$ cat src/rtl/fzs_pkg.sv
package fzs_pkg;

  // Comparison decision between the two streams seen so far.
  typedef enum logic [1:0] {
    CMP_EQ  = 2'b00,
    CMP_AGT = 2'b01,
    CMP_ALT = 2'b10
  } cmp_t;

  // Function selection: larger or smaller operand.
  typedef enum logic {
    SEL_MAX = 1'b0,
    SEL_MIN = 1'b1
  } sel_t;

  // Advance the decision by one MSB-first bit pair.
  function automatic cmp_t cmp_step(cmp_t cur, logic a, logic b);
    cmp_t nxt;
    nxt = cur;
    if (cur == CMP_EQ) begin
      if (a && !b)      nxt = CMP_AGT;
      else if (!a && b) nxt = CMP_ALT;
      else              nxt = CMP_EQ;
    end
    return nxt;
  endfunction

  // Choose which operand bit to forward for a given decision.
  function automatic logic pick_bit(sel_t sel, cmp_t d, logic a, logic b);
    logic r;
    unique case (d)
      CMP_AGT: r = (sel == SEL_MAX) ? a : b;
      CMP_ALT: r = (sel == SEL_MAX) ? b : a;
      default: r = b;
    endcase
    return r;
  endfunction

endpackage

$ cat src/rtl/fzs_cmp_track.sv
module fzs_cmp_track
  import fzs_pkg::*;
(
  input  logic clk,
  input  logic rst,
  input  logic step_en,
  input  logic a_bit,
  input  logic b_bit,
  output cmp_t st_q,
  output cmp_t decide
);

  // Decision valid on this cycle: includes the current pair.
  always_comb begin
    decide = st_q;
    if (step_en) decide = cmp_step(st_q, a_bit, b_bit);
  end

  always_ff @(posedge clk) begin
    if (rst)          st_q <= CMP_EQ;
    else if (step_en) st_q <= decide;
  end

  // matching pairs keep the tracker equal
  p_eq_stays_r2: assert property (@(posedge clk) disable iff (rst)
    (st_q == CMP_EQ && step_en && a_bit == b_bit) |=> st_q == CMP_EQ);

  // a made decision is held until reset
  p_decision_held_r3: assert property (@(posedge clk) disable iff (rst)
    (st_q != CMP_EQ) |=> st_q == $past(st_q));

  // a differing pair in the equal state leaves the equal state
  p_diff_leaves_eq_r3: assert property (@(posedge clk) disable iff (rst)
    (st_q == CMP_EQ && step_en && a_bit != b_bit) |=> st_q != CMP_EQ);

  // idle cycles do not move the decision
  p_idle_state_r8: assert property (@(posedge clk) disable iff (rst)
    !step_en |=> $stable(st_q));

  // only legal encodings appear
  p_legal_code_r3: assert property (@(posedge clk) disable iff (rst)
    st_q != cmp_t'(2'b11));

endmodule

$ cat src/rtl/fzs_bit_count.sv
module fzs_bit_count #(
  parameter int OP_W = 8
) (
  input  logic clk,
  input  logic rst,
  input  logic step_en,
  output logic done
);

  localparam int CW = $clog2(OP_W + 1);
  localparam logic [CW-1:0] LAST = CW'(OP_W - 1);
  localparam logic [CW-1:0] FULL = CW'(OP_W);

  logic [CW-1:0] cnt_q;
  logic          at_last;
  logic          saturated;

  assign at_last   = (cnt_q == LAST);
  assign saturated = (cnt_q == FULL);
  assign done      = step_en && at_last;

  always_ff @(posedge clk) begin
    if (rst)                        cnt_q <= '0;
    else if (step_en && !saturated) cnt_q <= cnt_q + 1'b1;
  end

  // done is a single pulse per operation
  p_done_single_r7: assert property (@(posedge clk) disable iff (rst)
    done |=> !done);

  // the count never passes the operand width
  p_count_bound_r7: assert property (@(posedge clk) disable iff (rst)
    cnt_q <= FULL);

  // idle cycles do not advance the count
  p_idle_count_r8: assert property (@(posedge clk) disable iff (rst)
    !step_en |=> $stable(cnt_q));

endmodule

$ cat src/rtl/fzs_out_sel.sv
module fzs_out_sel
  import fzs_pkg::*;
(
  input  logic en,
  input  sel_t sel,
  input  cmp_t decide,
  input  logic a_bit,
  input  logic b_bit,
  output logic out_bit
);

  always_comb begin
    out_bit = 1'b0;
    if (en) out_bit = pick_bit(sel, decide, a_bit, b_bit);
  end

endmodule

$ cat src/rtl/fzs_serial_maxmin.sv
module fzs_serial_maxmin
  import fzs_pkg::*;
#(
  parameter int OP_W = 8
) (
  input  logic clk,
  input  logic rst,
  input  logic a_bit,
  input  logic b_bit,
  input  logic mode,
  input  logic bit_valid,
  output logic out_bit,
  output logic done
);

  // Named internal events for checking.
  logic step_en;
  cmp_t st_q;
  cmp_t decide;
  sel_t sel;

  assign step_en = bit_valid && !rst;
  assign sel     = sel_t'(mode);

  fzs_cmp_track u_track (
    .clk     (clk),
    .rst     (rst),
    .step_en (step_en),
    .a_bit   (a_bit),
    .b_bit   (b_bit),
    .st_q    (st_q),
    .decide  (decide)
  );

  fzs_bit_count #(.OP_W(OP_W)) u_count (
    .clk     (clk),
    .rst     (rst),
    .step_en (step_en),
    .done    (done)
  );

  fzs_out_sel u_sel (
    .en      (step_en),
    .sel     (sel),
    .decide  (decide),
    .a_bit   (a_bit),
    .b_bit   (b_bit),
    .out_bit (out_bit)
  );

  // maximum forwards A once A is greater
  p_max_agt_r4: assert property (@(posedge clk) disable iff (rst)
    (bit_valid && !mode && decide == CMP_AGT) |-> out_bit == a_bit);

  // minimum forwards A once A is less
  p_min_alt_r5: assert property (@(posedge clk) disable iff (rst)
    (bit_valid && mode && decide == CMP_ALT) |-> out_bit == a_bit);

  // the deciding pair already yields 1 for maximum
  p_first_diff_max_r6: assert property (@(posedge clk) disable iff (rst)
    (bit_valid && !mode && st_q == CMP_EQ && a_bit != b_bit) |-> out_bit);

  // the deciding pair already yields 0 for minimum
  p_first_diff_min_r6: assert property (@(posedge clk) disable iff (rst)
    (bit_valid && mode && st_q == CMP_EQ && a_bit != b_bit) |-> !out_bit);

  // outputs stay low on idle cycles
  p_idle_quiet_r8: assert property (@(posedge clk) disable iff (rst)
    !bit_valid |-> (!out_bit && !done));

endmodule

$ cat config.mk
export PLATFORM = sky130hd
export DESIGN_NAME = fzs_serial_maxmin
export DESIGN_NICKNAME = d
export VERILOG_FILES = /design/src/rtl/fzs_pkg.sv /design/src/rtl/fzs_cmp_track.sv /design/src/rtl/fzs_bit_count.sv /design/src/rtl/fzs_out_sel.sv /design/src/rtl/fzs_serial_maxmin.sv
export SDC_FILE = /design/constraint.sdc
export NUM_CORES = 1
export LEC_CHECK = 0
export BUFFER_PORTS_ARGS = -buffer_cell sky130_fd_sc_hd__buf_2
export CAP_MARGIN = 10
export CORE_AREA = 4 4 41 43
export CTS_CLUSTER_DIAMETER = 50
export DETAILED_ROUTE_END_ITERATION = 12
export DIE_AREA = 0 0 45 47
export GPL_TIMING_DRIVEN = 0
export HOLD_SLACK_MARGIN = 0.1
export PLACE_DENSITY_LB_ADDON = 0.3
export SLEW_MARGIN = 20
export SYNTH_ARGS = -nofsm -noshare
export SYNTH_HDL_FRONTEND = slang
export SYNTH_SLANG_ARGS = --single-unit
$ cat constraint.sdc
create_clock -name clk -period 2 [get_ports clk]
set_input_delay 0.1 -clock clk [delete_from_list [all_inputs] [get_ports clk]]
set_output_delay 0.1 -clock clk [all_outputs]
set_load 0.02 [all_outputs]
==> results of run 1 <==
==> placed cells by master (no fill, tap or decap), types with 2 or more instances in the layout <==
cell	synthesis	final
a31oi_2	0	2
buf_2	0	7
clkbuf_4	0	3
dfxtp_1	6	6
ha_1	4	4
inv_1	4	4
nand2_1	2	2
nand4_1	2	2
nor2_1	8	8
==> registers in the layout (all words and copies together) (netlist names) <==
signal,cells
u_track.st_q,2
u_count.cnt_q,4
==> Yosys cell counts <==
library cell	number	area (sq um)
nor2_1	8	30.0
dfxtp_1	6	120
ha_1	4	50.1
inv_1	4	15.0
a31oi_1	2	12.5
nand2_1	2	7.51
nand4_1	2	12.5
nor2b_1	2	12.5
a21oi_1	1	5.00
and3_1	1	6.26
and3b_1	1	8.76
and4b_1	1	10.0
mux2i_1	1	10.0
nand3_1	1	5.00
nor2b_4	1	13.8
nor3b_1	1	7.51
o211ai_1	1	7.51
o21ai_1	1	5.00
o21ai_2	1	8.76
xnor2_1	1	8.76
xor2_1	1	8.76
==> through the flow <==
| stage | cells | setup WS, ns | instance area [sq um] | hold slack [ns] |
|---|---|---|---|---|
| CTS | 68 | 0.0624 | 442 | 0.135 |
| global route | 69 | 0.0147 | 464 | 0.158 |
| detailed placement | 65 | 0.290 | 419 | 0.398 |
| finish | 69 | 0.150 | 464 | 0.129 |
| global placement | 65 | 0.291 | 419 | 0.395 |
| floorplan | 43 | 0.480 | 365 | 0.172 |
==> worst reg2reg max path: cells and delay by family, from the launching register on <==
family,cells,cell delay [ns]
DFF,1,0.32
muxes,1,0.22
AOI/OAI and AO/OA,1,0.17
adders and majority gates,1,0.16
and+or+nand+nor,2,0.12
buffers and inverters,1,0.09
==> logic make-up (layout without fill, tap and decap cells) <==
kind of cell / count (synthesis) / in the layout / share of synthesized area (%)
DFF: 6 / 6 / 32.9
buffers and inverters: 4 / 15 / 4.11
AOI/OAI and AO/OA: 6 / 6 / 10.6
and+or+nand+nor: 20 / 20 / 31.2
adders and majority gates: 4 / 4 / 13.7
xor gates and xnor gates: 2 / 2 / 4.80
muxes: 1 / 1 / 2.74
==> routing by layer <==
layer	global-route usage [%]	wire [um]	vias to the layer above
li1	-	-	172
met3	2.68	49	2
met5	0	0	-
met1	9.79	331	140
met2	12.1	328	9
met4	5.26	10	0
==> area by class of cell <==
cell class	count	share of cell area (%)
Sequential cell	6	25.9
Timing Repair Buffer	8	9.16
Inverter	4	3.23
Tap cell	15	4.04
Multi-Input combinational cell	33	52.8
Clock buffer	3	4.85
==> worst paths after layout <==
check                    from          endpoint  slack [ns]  cells after the start
max           u_track.st_q[0]           out_bit        0.15                      9
min                       rst  u_count.cnt_q[0]        0.13                      2
max reg2reg  u_count.cnt_q[0]  u_count.cnt_q[1]        0.80                      6
min reg2reg   u_track.st_q[0]   u_track.st_q[0]        0.51                      2
==> repair_timing <==
action | 4_1_cts | 5_1_grt
hold endpoints to repair | 0 | 0
setup buffers | 0 | 1
endpoints found under the setup margin | 0 | 1
gates resized for setup | 0 | 3
==> power by group through the flow <==
stage          Combinational, mW  Clock, mW  Sequential, mW
6_report                  0.0500      0.114           0.131
5_1_grt                   0.0571      0.127           0.131
4_1_cts                   0.0454      0.117           0.131
3_5_place_dp              0.0450          0           0.133
3_3_place_gp              0.0438          0           0.133
2_1_floorplan             0.0288          0           0.132
==> results.cfg, run 1 <==
[place]
hpwl_um = 531
gp_congestion = 0.729
port-buffer-count = 7

[power_and_ir_drop]
switching_share_pct = 26.5
clkPwrFrac_pct = 38.6
ir_drop_uv = 366
p_total_mw = 0.295
p_int_mw = 0.217
seqPwrFrac_pct = 44.4
power_frac_comb_pct = 17.0
power_density_nw_per_um2 = 635
net-switching-power_mw = 0.0780
p_leak_nw = 0.226

[synth]
seq_area_frac_synth_pct = 32.9
postSynthAreaPerCell_sq_um = 8.50
postSynthCellCount = 43
synth.net_count = 53
syn_area_sq_um = 365
ys_seq_elements = 6
yosysWarnings = 0
yosys.cell_types.count = 21

[clock_tree]
clock_latency_ns = 0.25
clk_pin_slew_ns = 0.05
root_buffer = clkbuf_4
cts_hold_buf = 0
cts_buffers = 3
cts.sinks = 6
clockBufferDepth = 2
htree_levels = 1
cts_tree = yes

[detailed_routing]
drtIter0Drc = 0
wire_per_inst_um = 10.4
num_vias = 323
routed_via_density = 4.68
antenna_left = 0
routed_wl_um = 721
drc = 0
first_pass_iters = 1

[global_route]
grt_max_degree = 8
antenna_found_initial = 0
grt_pass1_vias = 301
grt_usage_pct = 8.06
grt_pass1_wl_um = 1210
overflow = 0

[job]
maxCapViolations = 0

[outcome]
status = completed

[floorplanning]
start_util_pct = 28.1
fp-row-count = 13
io_pins = 8
die_area_sq_um = 2120
dieWidth_um = 45
core_sq_um = 1300
die_h_um = 47

[worst_setup_path]
worstPathMaxFanout = 3
slowest_stage = dfxtp_1
endpoint_kind = primary output
path_class = flop to primary output
path_delay_family = simple AND/OR/NAND/NOR gates
cp.arrival_ns = 1.75
start_kind = flop
crit_required_ns = 1.90
path_cells = nor2_1 -> a31oi_2 -> inv_1 -> ha_1 -> nor2b_2 -> and3b_1 -> o21ai_1 -> nand3_1 -> buf_2
critPathMaxStageDelay_ns = 0.34
path_buf_inv = 2

[finish]
num-fill-cells = 143
nNetsFinal = 66
multi_input_area_sq_um = 245
regArea_sq_um = 120
drive_above_1_share_pct = 29.6
diodes = 0
area_growth_pct = 27.1
fin_util_pct = 35.7

[sta]
rsz0062_at_grt = no
fin_crit_sh_pct = 92.5
skew_ns = 0.0102
setup_viol = 0
slew-limit-headroom_pct = 86.6
timing.setup.tns_ns = 0
worstMarginPinSlew_ns = 0.200
fin_crit_ns = 1.85
hold_viol = 0
finalMaxSlewViolations = 0
max_freq_mhz = 540

[hold_path]
hold_path.class = input port to flop
No activity file was read; power rests on OpenSTA's default activity.
==> run 2: changes to the inputs <==
Settings changed: ABC_AREA set to 1.
==> results.cfg, run 2 <==
[outcome]
status = completed

[global_route]
grt_pass1_vias = 375
grt_usage_pct = 8.85
grt_max_degree = 7
overflow = 0
antenna_found_initial = 0
grt_pass1_wl_um = 1350

[place]
port-buffer-count = 7
gp_congestion = 0.713
hpwl_um = 624
placed_area_sq_um = 463
pre_cts_slack_ns = 0.435

[finish]
final_common_cell = nand2_1
nNetsFinal = 84
layout_common_cells = nand2_1, inv_1, nor2_1, buf_2, dfxtp_1
diodes = 0
drive_above_1_share_pct = 26.4
largest_register_ffs = 4
num-fill-cells = 148
top_register = u_count.cnt_q
reg_top3 = u_count.cnt_q: 4 flops, u_track.st_q: 2 flops
fin_area_sq_um = 495
area_growth_pct = 21.1

[synth]
ys_seq_elements = 6
netlist.area_leader.share_pct = 29.4
synthAdderAreaFrac_pct = 12.2
yosysMostFrequentCell = nand2_1
synth_common_cells = nand2_1, inv_1, nor2_1, dfxtp_1
yosys.area_share.xor_xnor_pct = 2.14
synthMuxAreaShare_pct = 0
yosysWarnings = 0
syn_area_sq_um = 409
synthTopCellsByArea = dfxtp_1, ha_1, nand2_1, inv_1, nor2_1
yosysTopAreaCell = dfxtp_1
synth_top_family_by_area = simple AND/OR/NAND/NOR gates
seq_area_frac_synth_pct = 29.4
postSynthCellCount = 61
synth-simple-area-share_pct = 36.4
synth.net_count = 71
yosys.cell_types.count = 15
async_flop_share_pct = 0
synth_compound_area_share_pct = 7.95
synth_enable_flop_cells = 0
synth_ff_type = dfxtp_1
postSynthAreaPerCell_sq_um = 6.71

[floorplanning]
die_h_um = 47
die_area_sq_um = 2120
fp-row-count = 13
io_pins = 8
start_util_pct = 31.4
dieWidth_um = 45
core_sq_um = 1300

[clock_tree]
clockBufferDepth = 2
cts_hold_buf = 1
root_buffer = clkbuf_4
clk_pin_slew_ns = 0.05
cts_tree = yes
cts_buffers = 3
clock_latency_ns = 0.24
htree_levels = 1
postCtsSetupRepairBufs = 0
cts.sinks = 6
cts_resized = 0

[detailed_routing]
num_vias = 397
routed_via_density = 4.56
drc = 0
wire_per_inst_um = 8.84
routed_wl_um = 769
first_pass_iters = 4
antenna_left = 0
drtIter0Drc = 3

[sta]
setup_viol = 0
slew-limit-headroom_pct = 85.0
skew_ns = 0.00609
timing.setup.tns_ns = 0
fin_crit_sh_pct = 86.0
hold_viol = 0
fin_crit_ns = 1.72
worst_slack_ns = 0.279
finalMaxSlewViolations = 0
max_freq_mhz = 581
worstMarginPinSlew_ns = 0.225
rsz0062_at_grt = no

[worst_setup_path]
start_kind = flop
endpoint_kind = primary output
crit_required_ns = 1.90
cp.arrival_ns = 1.62
worstPathMaxFanout = 2
path_class = flop to primary output

[power_and_ir_drop]
ir_drop_uv = 394
p_leak_nw = 0.248
power_density_nw_per_um2 = 585

[hold_path]
hold_path.class = input port to flop

[job]
maxCapViolations = 0
-- run 2: changes by cell type after synthesis, sizes merged, moves of 2 or more --
cell   previous run  this run
nand3             1         6
nor2b             3         0
inv               4        13
a31oi             2         0
nand2             2        15
a21oi             1         4
-- run 2: cell families after synthesis --
family	Yosys count
buffers and inverters	13
adder cells (fa/ha/maj)	4
XOR/XNOR	1
flip-flops	6
AO/OA/AOI/OAI	6
AND/OR/NAND/NOR	31
-- run 2: final cells by class --
type                       instances  area [sq um]  share of cell area, %
clock buffer                       3          22.5                   4.55
inverter                          13          48.8                   9.85
sequential                         6           120                   24.2
multi-input combinational         42           240                   48.5
timing repair buffer               8          45.0                   9.09
tap                               15          18.8                   3.79
-- run 2: final timing paths --
| kind | start | endpoint | slack, ns | depth (start not counted) |
|---|---|---|---|---|
| worst max-delay path | u_track.st_q[0] | out_bit | 0.28 | 9 |
| worst min-delay path | rst | u_count.cnt_q[0] | 0.16 | 4 |
| worst max register to register | u_count.cnt_q[0] | u_count.cnt_q[2] | 0.85 | 7 |
| worst min register to register | u_count.cnt_q[3] | u_count.cnt_q[3] | 0.51 | 2 |
-- run 2: where the power goes --
part	switching [mW]	internal [mW]	leakage (nW)
sequential	0.00466	0.125	0.0488
clock	0.0436	0.0679	0.0138
combinational	0.0286	0.0202	0.186
-- run 2: through the flow --
| stage | utilization [%] | instances | power (mW) | hold WS (ns) |
|---|---|---|---|---|
| 6_report | 38.1 | 87 | 0.290 | 0.158 |
| 5_1_grt | 38.1 | 87 | 0.310 | 0.170 |
| 4_1_cts | 38.1 | 87 | 0.295 | 0.159 |
| 3_5_place_dp | 35.6 | 83 | 0.179 | 0.338 |
| 3_3_place_gp | 35.6 | 83 | 0.179 | 0.335 |
| 2_1_floorplan | - | 61 | 0.164 | 0.169 |
-- run 2: per-layer routing --
layer	share of wire, %	global-route usage (%)
met5	0	0
met4	0	0
met3	10	5.75
met2	49	16.9
met1	41	8.43
-- run 2: worst max-delay path, cell delays in order, from the launching register on --
cell	delay (ns)
dfxtp_1	0.30
nor2_1	0.09
nand3_1	0.08
nand2_1	0.10
inv_2	0.05
ha_1	0.18
or2_2	0.27
o211ai_1	0.08
a21oi_1	0.08
buf_2	0.16
